--- src/rtl/adc_rd_pkg.sv ---
`timescale 1ns/1ps
package adc_rd_pkg;

   typedef enum logic [2:0] {
      ST_IDLE   = 3'd0,
      ST_GAP    = 3'd1,
      ST_NW_STB = 3'd2,
      ST_WS_LO  = 3'd3,
      ST_WS_HI  = 3'd4
   } rd_state_e;

   localparam logic MODE_WAIT = 1'b0;
   localparam logic MODE_PIPE = 1'b1;

endpackage

--- src/rtl/adc_rd_sync.sv ---
`timescale 1ns/1ps
module adc_rd_sync #(
   parameter int STAGES   = 2,
   parameter bit RST_VAL  = 1'b1
) (
   input  logic clk,
   input  logic rst_n,
   input  logic d_i,
   output logic q_o
);

   generate
      if (STAGES == 0) begin : g_pass
         assign q_o = d_i;
      end else begin : g_chain
         logic [STAGES-1:0] chain_q;
         always_ff @(posedge clk or negedge rst_n) begin
            if (!rst_n) chain_q <= {STAGES{RST_VAL}};
            else        chain_q <= {chain_q[STAGES-2:0], d_i};
         end
         assign q_o = chain_q[STAGES-1];
      end
   endgenerate

endmodule

--- src/rtl/adc_rd_gap.sv ---
`timescale 1ns/1ps
module adc_rd_gap #(
   parameter int GAP_W = 8
) (
   input  logic             clk,
   input  logic             rst_n,
   input  logic             load_i,
   input  logic [GAP_W-1:0] gap_i,
   output logic             ready_o
);

   logic [GAP_W-1:0] cnt_q;

   always_ff @(posedge clk or negedge rst_n) begin
      if (!rst_n)              cnt_q <= '0;
      else if (load_i)         cnt_q <= gap_i;
      else if (cnt_q != '0)    cnt_q <= cnt_q - GAP_W'(1);
   end

   // ready one cycle early: the strobe falls on the edge after ready is seen
   assign ready_o = (cnt_q[GAP_W-1:1] == '0);

endmodule

--- src/rtl/adc_rd_fsm.sv ---
`timescale 1ns/1ps
module adc_rd_fsm
   import adc_rd_pkg::*;
#(
   parameter int DATA_W = 12,
   parameter int RD_W   = 3
) (
   input  logic              clk,
   input  logic              rst_n,
   input  logic              req_i,
   input  logic              mode_i,
   input  logic              gap_ready_i,
   input  logic              busy_n_s_i,
   input  logic [DATA_W-1:0] adc_data_i,
   output logic              cs_n_o,
   output logic              rd_n_o,
   output logic              txn_o,
   output logic              done_o,
   output logic [DATA_W-1:0] data_o,
   output logic              ok_o,
   output logic              gap_load_o
);

   localparam int CNT_W = (RD_W > 2) ? $clog2(RD_W) : 1;

   rd_state_e         st_q, st_d;
   logic [CNT_W-1:0]  cnt_q, cnt_d;
   logic              mode_q, mode_d;
   logic              primed_q;
   logic              fin;
   logic              done_q, ok_q;
   logic [DATA_W-1:0] data_q;

   always_comb begin
      st_d   = st_q;
      cnt_d  = cnt_q;
      mode_d = mode_q;
      fin    = 1'b0;
      unique case (st_q)
         ST_IDLE: begin
            if (req_i) begin
               mode_d = mode_i;
               if (mode_i == MODE_WAIT) begin
                  st_d = ST_WS_LO;
               end else if (gap_ready_i) begin
                  st_d  = ST_NW_STB;
                  cnt_d = CNT_W'(RD_W - 1);
               end else begin
                  st_d = ST_GAP;
               end
            end
         end
         ST_GAP: begin
            if (gap_ready_i) begin
               st_d  = ST_NW_STB;
               cnt_d = CNT_W'(RD_W - 1);
            end
         end
         ST_NW_STB: begin
            if (cnt_q == '0) begin
               st_d = ST_IDLE;
               fin  = 1'b1;
            end else begin
               cnt_d = cnt_q - CNT_W'(1);
            end
         end
         ST_WS_LO: begin
            if (!busy_n_s_i) st_d = ST_WS_HI;
         end
         ST_WS_HI: begin
            if (busy_n_s_i) begin
               st_d = ST_IDLE;
               fin  = 1'b1;
            end
         end
         default: st_d = ST_IDLE;
      endcase
   end

   always_ff @(posedge clk or negedge rst_n) begin
      if (!rst_n) begin
         st_q     <= ST_IDLE;
         cnt_q    <= '0;
         mode_q   <= MODE_WAIT;
         primed_q <= 1'b0;
         done_q   <= 1'b0;
         ok_q     <= 1'b0;
         data_q   <= '0;
      end else begin
         st_q   <= st_d;
         cnt_q  <= cnt_d;
         mode_q <= mode_d;
         done_q <= fin;
         if (fin) begin
            data_q   <= adc_data_i;
            ok_q     <= (mode_q == MODE_WAIT) | primed_q;
            primed_q <= 1'b1;
         end
      end
   end

   logic strobe;
   assign strobe     = (st_q == ST_NW_STB) || (st_q == ST_WS_LO) || (st_q == ST_WS_HI);
   assign cs_n_o     = ~strobe;
   assign rd_n_o     = ~strobe;
   assign txn_o      = (st_q != ST_IDLE);
   assign done_o     = done_q;
   assign data_o     = data_q;
   assign ok_o       = ok_q;
   assign gap_load_o = fin && (mode_q == MODE_PIPE);

endmodule

--- src/rtl/adc_rd_ctrl.sv ---
`timescale 1ns/1ps
module adc_rd_ctrl #(
   parameter int DATA_W      = 12,
   parameter int RD_W        = 3,
   parameter int GAP_W       = 8,
   parameter int SYNC_STAGES = 2
) (
   input  logic              clk,
   input  logic              rst_n,
   input  logic              req_i,
   input  logic              mode_i,
   input  logic [GAP_W-1:0]  gap_i,
   output logic              busy_o,
   output logic              rsp_valid_o,
   output logic [DATA_W-1:0] rsp_data_o,
   output logic              rsp_ok_o,
   output logic              adc_cs_n_o,
   output logic              adc_rd_n_o,
   input  logic              adc_busy_n_i,
   input  logic [DATA_W-1:0] adc_data_i
);

   generate
      if (DATA_W < 1)                        begin : g_bad_dw  $error("DATA_W must be positive"); end
      if (RD_W < 2)                          begin : g_bad_rw  $error("RD_W must be at least 2"); end
      if (GAP_W < 2)                         begin : g_bad_gw  $error("GAP_W must be at least 2"); end
      if (SYNC_STAGES < 0 || SYNC_STAGES > 4) begin : g_bad_ss $error("SYNC_STAGES out of range"); end
   endgenerate

   logic busy_n_s;
   logic gap_ready;
   logic gap_load;

   adc_rd_sync #(.STAGES(SYNC_STAGES), .RST_VAL(1'b1)) u_sync (
      .clk   (clk),
      .rst_n (rst_n),
      .d_i   (adc_busy_n_i),
      .q_o   (busy_n_s)
   );

   adc_rd_gap #(.GAP_W(GAP_W)) u_gap (
      .clk     (clk),
      .rst_n   (rst_n),
      .load_i  (gap_load),
      .gap_i   (gap_i),
      .ready_o (gap_ready)
   );

   adc_rd_fsm #(.DATA_W(DATA_W), .RD_W(RD_W)) u_fsm (
      .clk         (clk),
      .rst_n       (rst_n),
      .req_i       (req_i),
      .mode_i      (mode_i),
      .gap_ready_i (gap_ready),
      .busy_n_s_i  (busy_n_s),
      .adc_data_i  (adc_data_i),
      .cs_n_o      (adc_cs_n_o),
      .rd_n_o      (adc_rd_n_o),
      .txn_o       (busy_o),
      .done_o      (rsp_valid_o),
      .data_o      (rsp_data_o),
      .ok_o        (rsp_ok_o),
      .gap_load_o  (gap_load)
   );

endmodule

--- config.mk ---
export PLATFORM = sky130hd
export DESIGN_NAME = adc_rd_ctrl
export DESIGN_NICKNAME = d
export VERILOG_FILES = /design/src/rtl/adc_rd_pkg.sv /design/src/rtl/adc_rd_sync.sv /design/src/rtl/adc_rd_gap.sv /design/src/rtl/adc_rd_fsm.sv /design/src/rtl/adc_rd_ctrl.sv
export SDC_FILE = /design/constraint.sdc
export NUM_CORES = 1
export LEC_CHECK = 0
export BUFFER_PORTS_ARGS = -buffer_cell sky130_fd_sc_hd__buf_4
export CORE_MARGIN = 2
export CORE_UTILIZATION = 30
export CTS_CLUSTER_DIAMETER = 40
export CTS_CLUSTER_SIZE = 30
export DETAILED_ROUTE_END_ITERATION = 8
export HOLD_SLACK_MARGIN = 0.08
export REMOVE_ABC_BUFFERS = 1
export SLEW_MARGIN = 20
export SYNTH_ARGS = -nofsm -noshare
export SYNTH_HDL_FRONTEND = slang
export SYNTH_HIERARCHICAL = 1
export SYNTH_SLANG_ARGS = --single-unit
export TNS_END_PERCENT = 100
--- constraint.sdc ---
create_clock -name clk -period 2.3 [get_ports clk]
set_input_delay 0.46 -clock clk [delete_from_list [all_inputs] [get_ports clk]]
set_output_delay 0.46 -clock clk [all_outputs]
set_load 0.05 [all_outputs]
; ---- After elaboration in Yosys (flattened, before gate mapping)
; Cells that the tools add are included.
[word_totals]
out_inout_bits = 17
elab_cells = 56
reg_bits = 31
in_bits = 25
[classes]
n_reduce_logical = 13
add_sub_neg = 2
bitwise_logic = 3
mux = 18
eq_ne = 11
[op_table]
columns = operator, n
row1 = $mux W3, 6
row2 = $mux W8, 2
row3 = $pmux W3 S5, 1
row4 = $ne A2 B2 Y1 const B, 6
row5 = $mux W2, 5
row6 = $reduce_bool A8 Y1, 1
row7 = $sub A8 B1 Y8 const B, 1
row8 = $logic_not A7 Y1, 1
row9 = $eq A3 B2 Y1 const B, 2
row10 = $pmux W2 S3, 1
row11 = $reduce_bool A3 Y1, 2
row12 = $reduce_and A5 Y1, 1
row13 = $reduce_and A4 Y1, 1
row14 = $eq A3 B1 Y1 const B, 1
row15 = $eq A3 B3 Y1 const B, 1
row16 = $logic_not A3 Y1, 1
row17 = $logic_not A2 Y1, 1
row18 = $logic_or A1 B1 Y1, 2
row19 = $mux W1, 2
row20 = $ne A2 B1 Y1 const B, 1
row21 = $not A1 Y1, 2
row22 = $pmux W1 S2, 1
row23 = $reduce_and A2 Y1, 1
row24 = $reduce_bool A2 Y1, 1
row25 = other kinds (3), 3

; ---- Logic depth before layout (Yosys ltp)
[depth]
depth_word = 5
mapped_depth = 11
mapped_depth_nobuf = 8

; ---- Cells and area by module
; The synthesis kept the hierarchy.
[modules_own_cells]
columns = module, seq_area_each_um2, area_per_inst_um2, n_inst, cells_each
row1 = adc_rd_fsm, 525.5, 987.2, 1, 77
row2 = adc_rd_gap, 200.2, 500.5, 1, 51
row3 = adc_rd_sync, 52.6, 52.6, 1, 2

; ---- Worst setup path before layout
; No wires, ideal clock.
[synth_timing]
path_type = flip-flop to output port
from = register u_fsm.st_q[1]
to = output port adc_rd_n_o
t_arrival_ns = 1.759
required_ns = 1.840
n_path_buf = 2
stages_incl_launch_ff = 5
path_slack_ns = 0.081
path_cell_list = dfrtp_1 > buf_6 > nor2b_1 > a21oi_1 > buf_4
[synth_between]
elab_chain_cells = 4
elab_cells_between_ends = 6
classes_between = eq/ne (3) / bitwise (1) / reduce/logical (2)
[synth_rtl]
columns = element, line_no
row1 = from (decl), adc_rd_fsm.sv:26  ; rd_state_e st_q, st_d;
row2 = from (signal assigned), adc_rd_fsm.sv:90  ; st_q <= st_d;
row3 = $eq A3 B2 Y1, adc_rd_fsm.sv:103  ; assign strobe = (st_q == ST_NW_STB) || (st_q == ST_WS_LO) || (st_q == ST_WS_HI);
row4 = $logic_or A1 B1 Y1, adc_rd_fsm.sv:103
row5 = $logic_or A1 B1 Y1 (*), adc_rd_fsm.sv:103
row6 = $not A1 Y1 (*), --
row7 = to (decl), adc_rd_ctrl.sv:18  ; output logic adc_rd_n_o,
; Mark *: on every way between the ends. The rest lies on a longest branch, timed or not.

; ---- Worst setup path in the final report
[layout_timing]
from = register u_fsm.cnt_q[0]
to = register u_gap.cnt_q[1]
[layout_between]
elab_chain_cells = 5
elab_cells_between_ends = 6
classes_between = mux (3) / reduce/logical (3)
[layout_rtl]
columns = element, line_no
row1 = from (decl), adc_rd_fsm.sv:27  ; logic [CNT_W-1:0] cnt_q, cnt_d;
row2 = from (signal assigned), adc_rd_fsm.sv:91  ; cnt_q <= cnt_d;
row3 = $logic_not A2 Y1 (*), adc_rd_fsm.sv:60  ; if (cnt_q == '0) begin
row4 = $mux W1 (*), adc_rd_fsm.sv:60
row5 = $pmux W1 S2 (*), adc_rd_fsm.sv:39  ; unique case (st_q)
row6 = $logic_and A1 B1 Y1 (*), adc_rd_fsm.sv:110  ; assign gap_load_o = fin && (mode_q == MODE_PIPE);
row7 = net gap_load, adc_rd_ctrl.sv:32  ; logic gap_load;
row8 = $mux W8 or $reduce_bool A2 Y1 (tied branches), --
row9 = to (signal assigned), adc_rd_gap.sv:16  ; else if (load_i) cnt_q <= gap_i;
row10 = to (signal assigned), adc_rd_gap.sv:17  ; else if (cnt_q != '0) cnt_q <= cnt_q - GAP_W'(1);
row11 = to (decl), adc_rd_gap.sv:12  ; logic [GAP_W-1:0] cnt_q;
; Mark *: on every way through the listed nets, which the timed path passes. The rest lies on a longest branch.
; A chain may end at the register's enable or synchronous reset.

==> summary.md <==
| Metric | Value |
|---|---|
| Total grt overflow | `0` |
| GP Congestion | `roughly 0.76` |
| Yosys cell types | `42` |
| Starting Density | `0.305` |
| H-tree depth | `2` |
| 1st-pass router iterations | `4` |
| Fillers | `506` |
| ANT nets after route | `0` |
| Fraction of registers with async set/reset | `1.00` |
| Simple-Gate Fraction of Synth Area | `0.160` |
| Cts bufs inserted | `5` |
| Row count | `26` |
| Final instance area | `a little over 2000 µm²` |
| Skew-Pair Late Insertion Delay | `between 200 and 300 ps` |
| Met2 WL post-DR | `about 1.5 mm` |
| Clock skew | `7.06 ps` |
| Mux cell area share after synthesis | `0.132` |
| Status | `finished, final reports clean` |
| Worst Setup End Kind | `register` |
| First-pass GRT wire length | `4.90 mm` |
| Arrival time of the worst setup path | `between 2000 and 2500 ps` |
| Multi-input logic area | `slightly below 700 µm²` |
| Fin crit share | `0.882` |
| Setup_tns | `0 ps` |
| CTS tree | `built` |
| Flop and latch count out of synthesis | `31` |
| Post-synthesis xor/xnor area fraction | `0.0171` |
| Initial drt markers | `49` |
| Vias per cell | `around 4.5` |
| Vias | `1,111` |
| Share of post-route cells with drive strength above 1 | `0.424` |
| Syn Inst Count | `130` |
| Post-synthesis cell area | `1540 µm²` |
| Main synth FF type | `dfrtp_1` |
| Setup CP Type | `reg2reg` |
| I/O Buffers | `41` |
| RSZ-0062 raised after global routing | `no` |
| Post-synthesis sequential area ratio | `0.505` |
| Fin. max-slew vios | `0` |
| Crit path time final | `approximately 2000 ps` |
| Crit path required time | `roughly 2500 ps` |
| Setup violators final | `0` |
| Logic pwr share | `0.483` |
| Peak supply drop | `around 400 µV` |
| DRC violation count after routing | `0` |
| Total Wirelength | `just over 3 mm` |
| Slew @ Worst Pin | `about 600 ps` |
| PnR Total Power | `2.97 mW` |
| N_diodes | `0` |
| Wire length on met1 | `approximately 1.4 mm` |
| Metal3 WL | `roughly 120 µm` |
| Vias in the first global route | `roughly 1,100` |
| Routed WL per cell | `between 10 and 15 µm` |
| Static Leakage | `about 0.9 nW` |
| Synthesized-area fraction occupied by adder cells | `0.0244` |
| Yosys warning count | `6` |
| Max_cap viols | `0` |
| Synth Area per Inst | `approximately 12 µm²` |
| Crit path max fanout | `8` |
| Bufs on Longest Clock Path | `2` |
| Sw Share | `0.423` |
| EDFF count, synth | `0` |
| Power Density | `between 1000 and 1500 nW/µm²` |
| Max frequency | `roughly 0.5 GHz` |
| Area Growth Syn to Fin | `32.7%` |
| Die Span Y | `~76 µm` |
| Largest family of logic cells by synthesized area | `simple AND/OR/NAND/NOR gates` |
| Post-synthesis compound-gate area fraction | `0.110` |
| Fin nets | `between 200 and 250` |
| CTS root buf | `clkbuf_8` |
| Die width | `about 76 µm` |
| Final hold vios | `0` |
| I/O pins | `42` |
| Clock power share | `0.187` |
| Sequential fraction of design power | `0.329` |
| Slew margin rel. | `0.593` |
| Total GRT Usage | `0.117` |
| Max layer used | `met4` |
| Placed cell areas | `~1900 µm²` |
| P_int | `roughly 1.7 mW` |
| CP Launch Type | `register` |
| Dpl hpwl | `2.17 mm` |
| Hold crit path type | `in2async` |
| Placeable Area | `~5000 µm²` |
| Initial antenna violation count | `0` |
| Setup Buffers After CTS | `0` |
| FF/Latch Area | `approximately 800 µm²` |
| Clk sinks | `31` |
| Pin count of the biggest net entering global routing | `32` |
| Die area | `between 5000 and 6000 µm²` |
| Clock-pin slew on the worst setup and hold paths | `around 70 ps` |
| NetSw | `about 1.3 mW` |
| CTS Hold Bufs | `0` |
| Post-cts resize count | `0` |
==> final timing paths <==
path	end	depth (start not counted)	startpoint	slack [ps]
max reg2reg	u_gap/cnt_q[1]	7	u_fsm/cnt_q[0]	270
max	u_gap/cnt_q[1]	7	u_fsm/cnt_q[0]	270
max in group asynchronous	u_sync/g_chain.chain_q[0]	1	rst_n	1880
min	u_fsm/data_o[5]	1	rst_n	100
min reg2reg	u_sync/g_chain.chain_q[1]	0	u_sync/g_chain.chain_q[0]	350
min in group clk	u_sync/g_chain.chain_q[0]	1	adc_busy_n_i	290
==> metrics by stage <==
stage / setup slack [ps] / hold WS [ps] / utilization / instances
floorplan: -294 / 164 / - / 123
global placement: 326 / 346 / 0.382 / 239
detailed placement: 256 / 347 / 0.382 / 239
CTS: 258 / 111 / 0.405 / 247
global route: 107 / 124 / 0.405 / 247
finish: 272 / 97.4 / 0.405 / 247
==> flip-flops by register name, summed over array words and instances (netlist names) <==
signal	count
u_sync/g_chain.chain_q	2
u_fsm/primed_q	1
u_fsm/data_o	12
u_fsm/cnt_q	2
u_gap/cnt_q	8
u_fsm/ok_o	1
u_fsm/mode_q	1
u_fsm/st_q	3
u_fsm/done_o	1
==> placed cells by master (no fill, tap or decap), types with 2 or more instances in the layout <==
| cell type | count |
|---|---|
| buf_4 | 46 |
| dfrtp_1 | 29 |
| nor2_1 | 13 |
| inv_1 | 8 |
| a21oi_1 | 7 |
| mux2_4 | 7 |
| mux2_2 | 7 |
| clkbuf_8 | 6 |
| a211oi_1 | 4 |
| nand2_1 | 3 |
| o21ai_0 | 3 |
| nand2b_1 | 3 |
| ha_1 | 3 |
| nor3_1 | 3 |
| nor4_1 | 3 |
| or3_1 | 2 |
| mux2i_1 | 2 |
| and4_1 | 2 |
| xnor2_1 | 2 |
| dfstp_2 | 2 |
==> cell usage after synthesis (all sizes together), types with 3 or more instances <==
cell / number / area, µm²
dfrtp: 29 / 726
mux2: 14 / 184
nor2: 13 / 48.8
inv: 8 / 30.0
a21oi: 7 / 35.0
buf: 5 / 40.0
a211oi: 4 / 30.0
ha: 3 / 37.5
nand2: 3 / 11.3
nand2b: 3 / 18.8
nor3: 3 / 15.0
nor4: 3 / 18.8
nor4b: 3 / 47.5
o21ai: 3 / 15.0
or3: 3 / 23.8
==> power by group through the flow <==
stage	clock, mW	sequential [mW]	combinational (mW)
3_3_place_gp	0	0.981	1.43
2_1_floorplan	0	1.38	0.623
5_1_grt	0.596	1.02	1.55
3_5_place_dp	0	0.985	1.44
6_report	0.557	0.979	1.44
4_1_cts	0.576	0.980	1.45
==> area by class of cell <==
type                    count  share of cell area
repair buffers             46               0.169
multi-input cells          84               0.335
well taps                  70              0.0429
inverters                   8              0.0147
clock inverters             2              0.0171
clock buffers               6              0.0404
flip-flops and latches     31               0.381
==> routing by layer <==
layer,GRT usage,vias to the layer above
met5,0,-
met4,0.0585,0
met3,0.0357,5
met2,0.174,31
met1,0.155,520
li1,-,555
==> cells by family after synthesis <==
family | count (synthesis)
buffers and inverters | 15
muxes | 16
adders and majority gates | 3
DFF | 31
xor gates and xnor gates | 3
and+or+nand+nor | 39
AOI/OAI and AO/OA | 23
==> critical path, stage by stage, from the launching register on <==
cell,delay (ps)
dfrtp_1,350
inv_1,50
ha_1,220
and4bb_1,220
a31oi_4,150
nor2_1,110
nor4b_4,580
mux2i_1,260
Power figures use the tool's default switching activity.
